**src/rtl/sts1_alarm_pkg.sv**
```systemverilog
package sts1_alarm_pkg;

  // Cycles needed to cover a window given in nanoseconds, rounded up.
  function automatic int cyc_from_ns(input int clk_mhz, input int ns);
    return (clk_mhz * ns + 999) / 1000;
  endfunction

  // Cycles needed to cover a window given in microseconds.
  function automatic int cyc_from_us(input int clk_mhz, input int us);
    return clk_mhz * us;
  endfunction

  // K2 bits [2:0] value that marks line AIS.
  localparam logic [2:0] K2_AIS_CODE = 3'b111;

endpackage

```
**src/rtl/sts1_rx_sampler.sv**
```systemverilog
module sts1_rx_sampler #(
  parameter int STAGES = 2
) (
  input  logic clk,
  input  logic rst,
  input  logic line_clk,
  input  logic line_dat,
  output logic clk_edge,
  output logic clk_rise,
  output logic dat_s
);

  localparam int LANES = 2;
  localparam int LANE_CLK = 0;
  localparam int LANE_DAT = 1;

  logic [LANES-1:0] raw;
  logic [STAGES:0]  sh [LANES];

  assign raw[LANE_CLK] = line_clk;
  assign raw[LANE_DAT] = line_dat;

  // One synchroniser chain per lane, plus one extra stage for edge detection.
  for (genvar g = 0; g < LANES; g++) begin : g_lane
    always_ff @(posedge clk) begin
      if (rst) sh[g] <= '0;
      else     sh[g] <= {sh[g][STAGES-1:0], raw[g]};
    end
  end

  assign clk_edge = sh[LANE_CLK][STAGES] ^ sh[LANE_CLK][STAGES-1];
  assign clk_rise = sh[LANE_CLK][STAGES-1] & ~sh[LANE_CLK][STAGES];
  assign dat_s    = sh[LANE_DAT][STAGES-1];

endmodule

```
**src/rtl/sts1_idle_timer.sv**
```systemverilog
module sts1_idle_timer #(
  parameter int LIMIT = 25
) (
  input  logic clk,
  input  logic rst,
  input  logic restart,
  output logic expired
);

  localparam int CW = $clog2(LIMIT + 1);
  localparam logic [CW-1:0] LIM_V = CW'(LIMIT);

  logic [CW-1:0] cnt;

  // Saturating cycle counter, cleared by any qualifying activity.
  always_ff @(posedge clk) begin
    if (rst || restart)  cnt <= '0;
    else if (cnt != LIM_V) cnt <= cnt + 1'b1;
  end

  assign expired = (cnt == LIM_V);

  AST_TIMER_SATURATES: assert property (@(posedge clk) disable iff (rst)
    (cnt == LIM_V && !restart) |=> (cnt == LIM_V));

endmodule

```
**src/rtl/sts1_persist.sv**
```systemverilog
module sts1_persist #(
  parameter int SET_N = 5,
  parameter int CLR_N = 5
) (
  input  logic clk,
  input  logic rst,
  input  logic tick,
  input  logic cond,
  output logic state
);

  localparam int MAXN = (SET_N > CLR_N) ? SET_N : CLR_N;
  localparam int CW   = $clog2(MAXN + 1);

  logic [CW-1:0] run;
  logic [CW-1:0] goal;

  // Consecutive ticks needed to leave the present state.
  assign goal = state ? CW'(CLR_N) : CW'(SET_N);

  always_ff @(posedge clk) begin
    if (rst) begin
      state <= 1'b0;
      run   <= '0;
    end else if (tick) begin
      if (cond != state) begin
        if ((run + 1'b1) == goal) begin
          state <= ~state;
          run   <= '0;
        end else begin
          run <= run + 1'b1;
        end
      end else begin
        run <= '0;
      end
    end
  end

  AST_STATE_ON_TICK: assert property (@(posedge clk) disable iff (rst)
    !tick |=> $stable(state));

  AST_RUN_BELOW_GOAL: assert property (@(posedge clk) disable iff (rst)
    run < goal);

endmodule

```
**src/rtl/sts1_oof_tracker.sv**
```systemverilog
module sts1_oof_tracker #(
  parameter int FRAME_BITS = 6480,
  parameter int BPOS_W     = 16,
  parameter int MISS_N     = 4
) (
  input  logic              clk,
  input  logic              rst,
  input  logic              frame_tick,
  input  logic              fp_found,
  input  logic [BPOS_W-1:0] fp_pos,
  output logic              oof
);

  localparam int MW = $clog2(MISS_N + 1);
  localparam logic [MW-1:0]     MISS_V = MW'(MISS_N);
  localparam logic [BPOS_W-1:0] SPAN_V = BPOS_W'(FRAME_BITS);

  logic [MW-1:0]     miss;
  logic              seen;
  logic [BPOS_W-1:0] last_pos;
  logic              last_vld;
  logic              span_ok;

  assign span_ok = last_vld && ((fp_pos - last_pos) == SPAN_V);

  always_ff @(posedge clk) begin
    if (rst) begin
      oof      <= 1'b0;
      miss     <= '0;
      seen     <= 1'b0;
      last_pos <= '0;
      last_vld <= 1'b0;
    end else begin
      if (fp_found) begin
        last_pos <= fp_pos;
        last_vld <= 1'b1;
      end
      if (oof) begin
        seen <= 1'b0;
        if (fp_found && span_ok) begin
          oof  <= 1'b0;
          miss <= '0;
        end
      end else if (frame_tick) begin
        seen <= 1'b0;
        if (seen || fp_found) begin
          miss <= '0;
        end else if ((miss + 1'b1) == MISS_V) begin
          oof  <= 1'b1;
          miss <= '0;
        end else begin
          miss <= miss + 1'b1;
        end
      end else if (fp_found) begin
        seen <= 1'b1;
      end
    end
  end

  AST_OOF_RISE_ON_TICK: assert property (@(posedge clk) disable iff (rst)
    $rose(oof) |-> $past(frame_tick));

  AST_OOF_FALL_ON_PATTERN: assert property (@(posedge clk) disable iff (rst)
    $fell(oof) |-> $past(fp_found));

  AST_MISS_BOUND: assert property (@(posedge clk) disable iff (rst)
    miss < MISS_V);

endmodule

```
**src/rtl/sts1_line_alarms.sv**
```systemverilog
module sts1_line_alarms
  import sts1_alarm_pkg::*;
#(
  parameter int SYS_CLK_MHZ = 125,
  parameter int LOC_NS      = 200,
  parameter int LOS_US      = 20,
  parameter int FRAME_BITS  = 6480,
  parameter int BPOS_W      = 16,
  parameter int AIS_SET     = 5,
  parameter int AIS_CLR     = 5,
  parameter int LOF_SET     = 8,
  parameter int LOF_CLR     = 8,
  parameter int OOF_MISS    = 4,
  parameter int SYNC_STAGES = 2
) (
  input  logic              clk,
  input  logic              rst,
  input  logic              rx_line_clk,
  input  logic              rx_line_dat,
  input  logic              ext_sig_ok,
  input  logic              fp_found,
  input  logic [BPOS_W-1:0] fp_pos,
  input  logic [7:0]        k2_byte,
  input  logic              k2_stb,
  output logic              alm_loc,
  output logic              alm_ais,
  output logic              alm_lof,
  output logic              alm_oof,
  output logic              alm_los
);

  localparam int LOC_CYC = cyc_from_ns(SYS_CLK_MHZ, LOC_NS);
  localparam int LOS_CYC = cyc_from_us(SYS_CLK_MHZ, LOS_US);
  localparam int FB_W    = $clog2(FRAME_BITS);
  localparam logic [FB_W-1:0] FB_LAST = FB_W'(FRAME_BITS - 1);

  logic rx_edge, rx_rise, rx_dat;
  logic loc_exp, zero_exp;
  logic [FB_W-1:0] bit_cnt;
  logic bit_wrap;
  logic frame_tick;
  logic loc_q, los_q;

  sts1_rx_sampler #(.STAGES(SYNC_STAGES)) u_samp (
    .clk(clk), .rst(rst),
    .line_clk(rx_line_clk), .line_dat(rx_line_dat),
    .clk_edge(rx_edge), .clk_rise(rx_rise), .dat_s(rx_dat)
  );

  // Receive clock silence window.
  sts1_idle_timer #(.LIMIT(LOC_CYC)) u_loc_tmr (
    .clk(clk), .rst(rst), .restart(rx_edge), .expired(loc_exp)
  );

  // All-zero data window: any one in the data restarts it.
  sts1_idle_timer #(.LIMIT(LOS_CYC)) u_zero_tmr (
    .clk(clk), .rst(rst), .restart(rx_dat), .expired(zero_exp)
  );

  // Free-running frame-length bit counter on receive clock rising edges.
  always_ff @(posedge clk) begin
    if (rst) begin
      bit_cnt <= '0;
    end else if (rx_rise) begin
      if (bit_cnt == FB_LAST) bit_cnt <= '0;
      else                    bit_cnt <= bit_cnt + 1'b1;
    end
  end

  assign bit_wrap   = rx_rise && (bit_cnt == FB_LAST);
  assign frame_tick = alm_lof ? bit_wrap : k2_stb;

  sts1_persist #(.SET_N(AIS_SET), .CLR_N(AIS_CLR)) u_ais (
    .clk(clk), .rst(rst), .tick(k2_stb),
    .cond(k2_byte[2:0] == K2_AIS_CODE), .state(alm_ais)
  );

  sts1_oof_tracker #(
    .FRAME_BITS(FRAME_BITS), .BPOS_W(BPOS_W), .MISS_N(OOF_MISS)
  ) u_oof (
    .clk(clk), .rst(rst), .frame_tick(frame_tick),
    .fp_found(fp_found), .fp_pos(fp_pos), .oof(alm_oof)
  );

  sts1_persist #(.SET_N(LOF_SET), .CLR_N(LOF_CLR)) u_lof (
    .clk(clk), .rst(rst), .tick(frame_tick),
    .cond(alm_oof), .state(alm_lof)
  );

  always_ff @(posedge clk) begin
    if (rst) begin
      loc_q <= 1'b0;
      los_q <= 1'b0;
    end else begin
      loc_q <= loc_exp;
      if (!ext_sig_ok || zero_exp) los_q <= 1'b1;
      else if (fp_found)           los_q <= 1'b0;
    end
  end

  assign alm_loc = loc_q;
  assign alm_los = los_q;

  AST_LOC_CLEARS: assert property (@(posedge clk) disable iff (rst)
    rx_edge |-> ##2 !alm_loc);

  AST_LOS_EXT: assert property (@(posedge clk) disable iff (rst)
    !ext_sig_ok |=> alm_los);

  AST_LOS_CLEAR_QUAL: assert property (@(posedge clk) disable iff (rst)
    $fell(alm_los) |-> $past(fp_found && ext_sig_ok));

  AST_LOF_INTERNAL_TICK: assert property (@(posedge clk) disable iff (rst)
    (alm_lof && !bit_wrap) |=> $stable(alm_lof));

endmodule

```
**config.mk**
```make
export PLATFORM = sky130hd
export DESIGN_NAME = sts1_line_alarms
export DESIGN_NICKNAME = d
export VERILOG_FILES = /design/src/rtl/sts1_alarm_pkg.sv /design/src/rtl/sts1_rx_sampler.sv /design/src/rtl/sts1_idle_timer.sv /design/src/rtl/sts1_persist.sv /design/src/rtl/sts1_oof_tracker.sv /design/src/rtl/sts1_line_alarms.sv
export SDC_FILE = /design/constraint.sdc
export NUM_CORES = 1
export LEC_CHECK = 0
export BUFFER_PORTS_ARGS = -buffer_cell sky130_fd_sc_hd__buf_4
export CAP_MARGIN = 40
export CORE_UTILIZATION = 53
export DETAILED_ROUTE_END_ITERATION = 8
export PLACE_DENSITY = 0.76
export SETUP_SLACK_MARGIN = 0.1
export SLEW_MARGIN = 20
export SYNTH_ARGS = -nofsm -noshare
export SYNTH_HDL_FRONTEND = slang
export SYNTH_SLANG_ARGS = --single-unit
```
**constraint.sdc**
```tcl
create_clock -name clk -period 2.3 [get_ports clk]
set_input_delay 0.23 -clock clk [delete_from_list [all_inputs] [get_ports clk]]
set_output_delay 0.23 -clock clk [all_outputs]
set_load 0.005 [all_outputs]
```
# Word level (Yosys, flattened, before mapping)
# Memories as Yosys holds them, arrays and structs flattened.
# Cells that the tools add are included.
# totals
register_bits	63
ramBits	6
wordCells	79
mem_count	1
# mem_list
name	words	word_bits	rd	rd_ports_with_merged_regs	wr	line	rtl
u_samp.sh	2	3	2	0	2	sts1_rx_sampler.sv:18	logic [STAGES:0] sh [LANES];
# classes
n_addsub	7
n_eq_ne	13
n_mux	23
bitwise	7
reduce_logical	14
# op_table
operator	n
2-to-1 mux 3 bit	9
== test 16 x 13 -> 1 bit (second input constant)	1
subtractor 16 bit	1
adder 13 x 1 -> 13 bit (second input constant)	1
== test 13 bit (second input constant)	1
2-to-1 mux 13 bit	1
adder 12 x 1 -> 12 bit (second input constant)	1
== test 12 bit (second input constant)	1
!= test 12 bit (second input constant)	1
2-to-1 mux 1 bit	11
== test 3 bit (second input constant)	3
2-to-1 mux 4 bit	2
adder 3 x 1 -> 3 bit (second input constant)	2
AND reduction 3 bit	2
adder 5 x 1 -> 5 bit (second input constant)	1
== test 5 bit (second input constant)	1
!= test 5 bit (second input constant)	1
adder 4 x 1 -> 4 bit (second input constant)	1
== test 4 bit (second input constant)	1
logical OR 1 bit	4
nonzero test 2 bit	2
logical AND 1 bit	3
inverter 1 bit	3
OR reduction 3 bit	1
other kinds (7)	9

# Logic depth before layout (Yosys ltp)
# An unclocked memory read counts as a cell.
# logic_depth
depth_word	7
mapped_depth	11

# Modules after synthesis
# From an unflattened synthesis, not the netlist that was laid out.
# hier_totals
cells_unflattened	487
hier_area_um2	4171.5
# modules_own_cells
mod	instances	cells_per_inst	area_each_um2	seq_area_each_um2
sts1_oof_tracker	1	239	1894.3	440.4
sts1_line_alarms	1	74	666.9	300.3
sts1_idle_timer at u_zero_tmr	1	73	636.9	240.2
sts1_persist at u_lof	1	33	296.5	100.1
sts1_idle_timer at u_loc_tmr	1	28	294.0	100.1
sts1_persist at u_ais	1	27	231.5	80.1
sts1_rx_sampler	1	13	151.4	100.1

# Worst setup path before layout
# OpenSTA, ideal clock, no wires.
# synth_timing
path_kind	register to register
from	reg u_oof.last_pos[3]
to	reg u_oof.miss[0]
arrival_time_ns	2.342
path_slack_ns	-0.159
path_stages_with_launch	12
synth_period_minus_slack_ns	2.459
cell_sequence	dfxtp_1 inv_1 ha_1 nor2_1 o21ai_1 a2111o_1 a2111oi_2 o2111ai_1 nor4_2 a41o_1 nor2_1 a22o_1
# synth_via
elab_chain_cells	6
# synth_rtl
element	line	rtl
start: declaration	sts1_oof_tracker.sv:20	logic [BPOS_W-1:0] last_pos;
start signal: assignment	sts1_oof_tracker.sv:35	last_pos <= fp_pos;
subtractor 16 bit	sts1_oof_tracker.sv:24	assign span_ok = last_vld && ((fp_pos - last_pos) == SPAN_V);
== test 16 x 13 -> 1 bit	sts1_oof_tracker.sv:24	
logical AND 1 bit	sts1_oof_tracker.sv:24	
logical AND 1 bit	sts1_oof_tracker.sv:40	if (fp_found && span_ok) begin
!= test 2 bit (no source line)	-	
AND reduction 2 bit (no source line)	-	
end signal: assignment	sts1_oof_tracker.sv:52	miss <= miss + 1'b1;
end: declaration	sts1_oof_tracker.sv:18	logic [MW-1:0] miss;
# Every way passes these cells.
# A chain may end at the register's enable or synchronous reset.

# Worst setup path after layout
# layout_timing
from	reg u_oof.last_pos[1]
to	reg u_oof.miss[0]
# Same word-level chain as after synthesis.

==> flow_metrics.py <==
metrics = {
    "run_status": {
        "outcome": "finished with violations",
        "violations": "DRC, setup timing",
    },
    "clocking": {
        "cts_root_buf": "clkbuf_8",
        "clk_pin_slew_ns": 0.07,
        "clock_latency_ns": 0.34,
        "cts_made_buffers": 9,
        "htree_levels": 3,
        "cts_hold_buf": 0,
        "cts_sinks": 68,
        "clockBufferDepth": 2,
        "cts_tree": "done",
    },
    "sta": {
        "clock.fmax_mhz": 396.2,
        "layout_setup_ws_ns": -0.2240,
        "period_share_pct": 109.7,
        "relSlewSlack_pct": 63.16,
        "setup-violations-final": 4,
        "rsz0062_at_grt": "true",
        "final-hold-violation-count": 0,
        "drv_slew": 0,
        "fin_skew_ns": 0.006530,
        "tns_ns": -0.6130,
        "post-route-min-period_ns": 2.524,
        "worst_slew_pin_slew_ns": 0.5505,
    },
    "placed_design": {
        "portBuffers": 30,
        "placed_cells_incl_taps": 556,
        "post-dp-hpwl_mm": 5.491,
        "gp_congestion": 0.8737,
    },
    "global_routing": {
        "grt_usage_pct": 22.36,
        "grt_start_max_net_pins": 40,
        "grt_overflow": 0,
        "use_met2_pct": 40.65,
        "grt_pass1_vias": 3152,
        "met1_usage_pct": 25.09,
        "grt.busiest_layer": "met2",
        "grt_pass1_wl_mm": 12.99,
        "antenna_found_initial": 0,
        "use_met3_pct": 5.447,
    },
    "job": {
        "max_cap_violations": 0,
    },
    "logic_synthesis": {
        "syn_avg_cell_area_um2": 8.561,
        "synthArstFlopShare_pct": 0,
        "synth-seq-cells": 68,
        "synth-edff-count": 0,
        "synth_ff_type": "dfxtp_1",
        "synth_nets": 483,
        "syn_inst": 425,
        "synth-warning-count": 0,
        "ys_seq_area_share_pct": 37.41,
        "synth_cell_types": 47,
        "syn_area_um2": 3638,
    },
    "floorplan": {
        "initial_core_util_pct": 56.02,
        "dieArea_um2": 7200,
        "io_pins": 36,
        "row_count": 29,
        "core_region_area_um2": 6495,
        "die_w_um": 84.86,
        "die_h_um": 84.86,
    },
    "route": {
        "wire_per_inst_um": 12.98,
        "vias": 3142,
        "via_per_inst": 5.455,
        "totalWireLength_mm": 7.477,
        "drc": 2,
        "drtPass1Iterations": 7,
        "drt_iter0_drc": 131,
        "ant_nets": 0,
    },
    "setup_path": {
        "startpoint_type": "flip-flop",
        "path_buf_inv": 1,
        "worstPathCellList": "inv_2 > ha_4 > nor2b_4 > o211ai_1 > a21oi_2 > o21a_1 > o311ai_1 > nor4bb_2 > a41o_1 > nor2_2 > a22o_1",
        "reg2reg_slack_ns": -0.22,
        "slowest_stage": "o211ai_1",
        "critPathRequiredTime_ns": 2.54,
        "crit_family": "compound AO/OA/AOI/OAI gates",
        "cp.arrival_ns": 2.76,
        "crit_type": "reg -> reg",
        "path_max_fanout": 4,
        "slowest_delay_ns": 0.39,
        "endpoint_kind": "flip-flop",
    },
    "cells_and_area": {
        "area_growth_pct": 24.72,
        "final_common_cell": "nor2_1",
        "antenna_cells": 0,
        "finalNetCount": 553,
        "final_cell_mix": "nor2_1, buf_4, dfxtp_1",
        "drive_above_1_share_pct": 21.64,
        "finalNonFillerCells": 576,
    },
    "power_and_ir_drop": {
        "peakVddDrop_mv": 0.3629,
        "power.density_nw_per_um2": 619.7,
        "p_leak_nw": 1.930,
    },
    "min_path": {
        "hp-class": "in -> reg",
    },
}
per-stage QoR:
step	hold slack (ns)	setup slack [ns]	total power [mW]	cell area (um2)	util [%]
4_1_cts	0.08816	-0.2817	2.824	4464	68.73
2_1_floorplan	0.3582	-0.08714	1.545	3667	-
5_1_grt	0.1114	-0.3975	2.950	4538	69.87
3_3_place_gp	0.4158	-0.2373	1.713	4205	64.75
6_report	0.09753	-0.2240	2.812	4538	69.87
3_5_place_dp	0.4321	-0.3690	1.728	4205	64.75
cell type report:
cell class,instances,area (um2)
clock inverter,4,73.82
inverter,30,112.6
clock buffer,11,141.4
multi-input combinational,317,2226
tap,77,96.34
sequential,68,1366
timing repair buffer,69,521.8
fill,522,1957
cells by family after synthesis:
| group | synth area share (%) |
|---|---|
| AOI/OAI and AO/OA | 12.17 |
| buffers and inverters | 4.161 |
| xor gates and xnor gates | 8.906 |
| and+or+nand+nor | 22.28 |
| muxes | 5.777 |
| adders and majority gates | 9.285 |
| DFF | 37.41 |
per-layer routing:
metal  wire (um)  share of wire [%]
met4         149                2.0
met1        3210                 43
met3         323                4.3
met5           0                  0
met2        3793                 51
cell usage after synthesis (3+ instances only):
cell type	count	area (um2)
a211oi_1	3	22.52
a21o_1	3	22.52
a21oi_1	23	115.1
a31oi_1	4	25.02
and3_1	6	37.54
and4_1	3	26.28
buf_1	4	15.01
clkbuf_1	5	18.77
dfxtp_1	68	1361
ha_1	27	337.8
inv_1	30	112.6
mux2i_1	21	210.2
nand2_1	25	93.84
nand2b_1	5	31.28
nand3_1	19	95.09
nand4_1	3	18.77
nand4b_1	5	43.79
nor2_1	70	262.8
nor2b_1	7	43.79
nor3_1	8	40.04
o2111ai_1	6	52.55
o211ai_1	4	30.03
o21a_1	3	22.52
o21ai_0	10	50.05
xnor2_1	16	140.1
xor2_1	21	183.9
final timing paths:
kind,cells after the start,start,to
max,11,u_oof.last_pos[1],u_oof.miss[0]
min,2,rx_line_dat,u_samp.sh[1][0]
max reg2reg,11,u_oof.last_pos[1],u_oof.miss[0]
min reg2reg,1,u_samp.sh[1][0],u_samp.sh[1][1]
worst register-to-register path, cell delays in order, from the launching register on:
cell and delay [ns]:
dfxtp_2 0.34, inv_2 0.04, ha_4 0.20, nor2b_4 0.13
o211ai_1 0.39, a21oi_2 0.14, o21a_1 0.22, o311ai_1 0.22
nor4bb_2 0.26, a41o_1 0.23, nor2_2 0.06, a22o_1 0.19
power by group:
part / total (mW) / internal, mW / switching, mW
clock: 1.07 / 0.635 / 0.439
combinational: 0.503 / 0.254 / 0.249
sequential: 1.24 / 1.21 / 0.0227
total: 2.81 / 2.10 / 0.710
sequential cells by signal, summed over array words and instances (netlist names):
register        flops
u_loc_tmr.cnt       5
u_ais.state         1
u_ais.run           3
u_samp.sh           5
bit_cnt            13
u_zero_tmr.cnt     12
u_oof.oof           1
u_oof.seen          1
u_lof.run           4
u_lof.state         1
u_oof.last_vld      1
alm_loc             1
u_oof.miss          3
alm_los             1
u_oof.last_pos     16
what timing repair did:
| item | CTS | global route |
|---|---|---|
| buffers inserted | 2 | 3 |
| pin swaps | 8 | 10 |
| endpoints found under the setup margin | 4 | 6 |
| resized for setup | 5 | 12 |
Note: power is estimated with default switching activity, not from simulation.
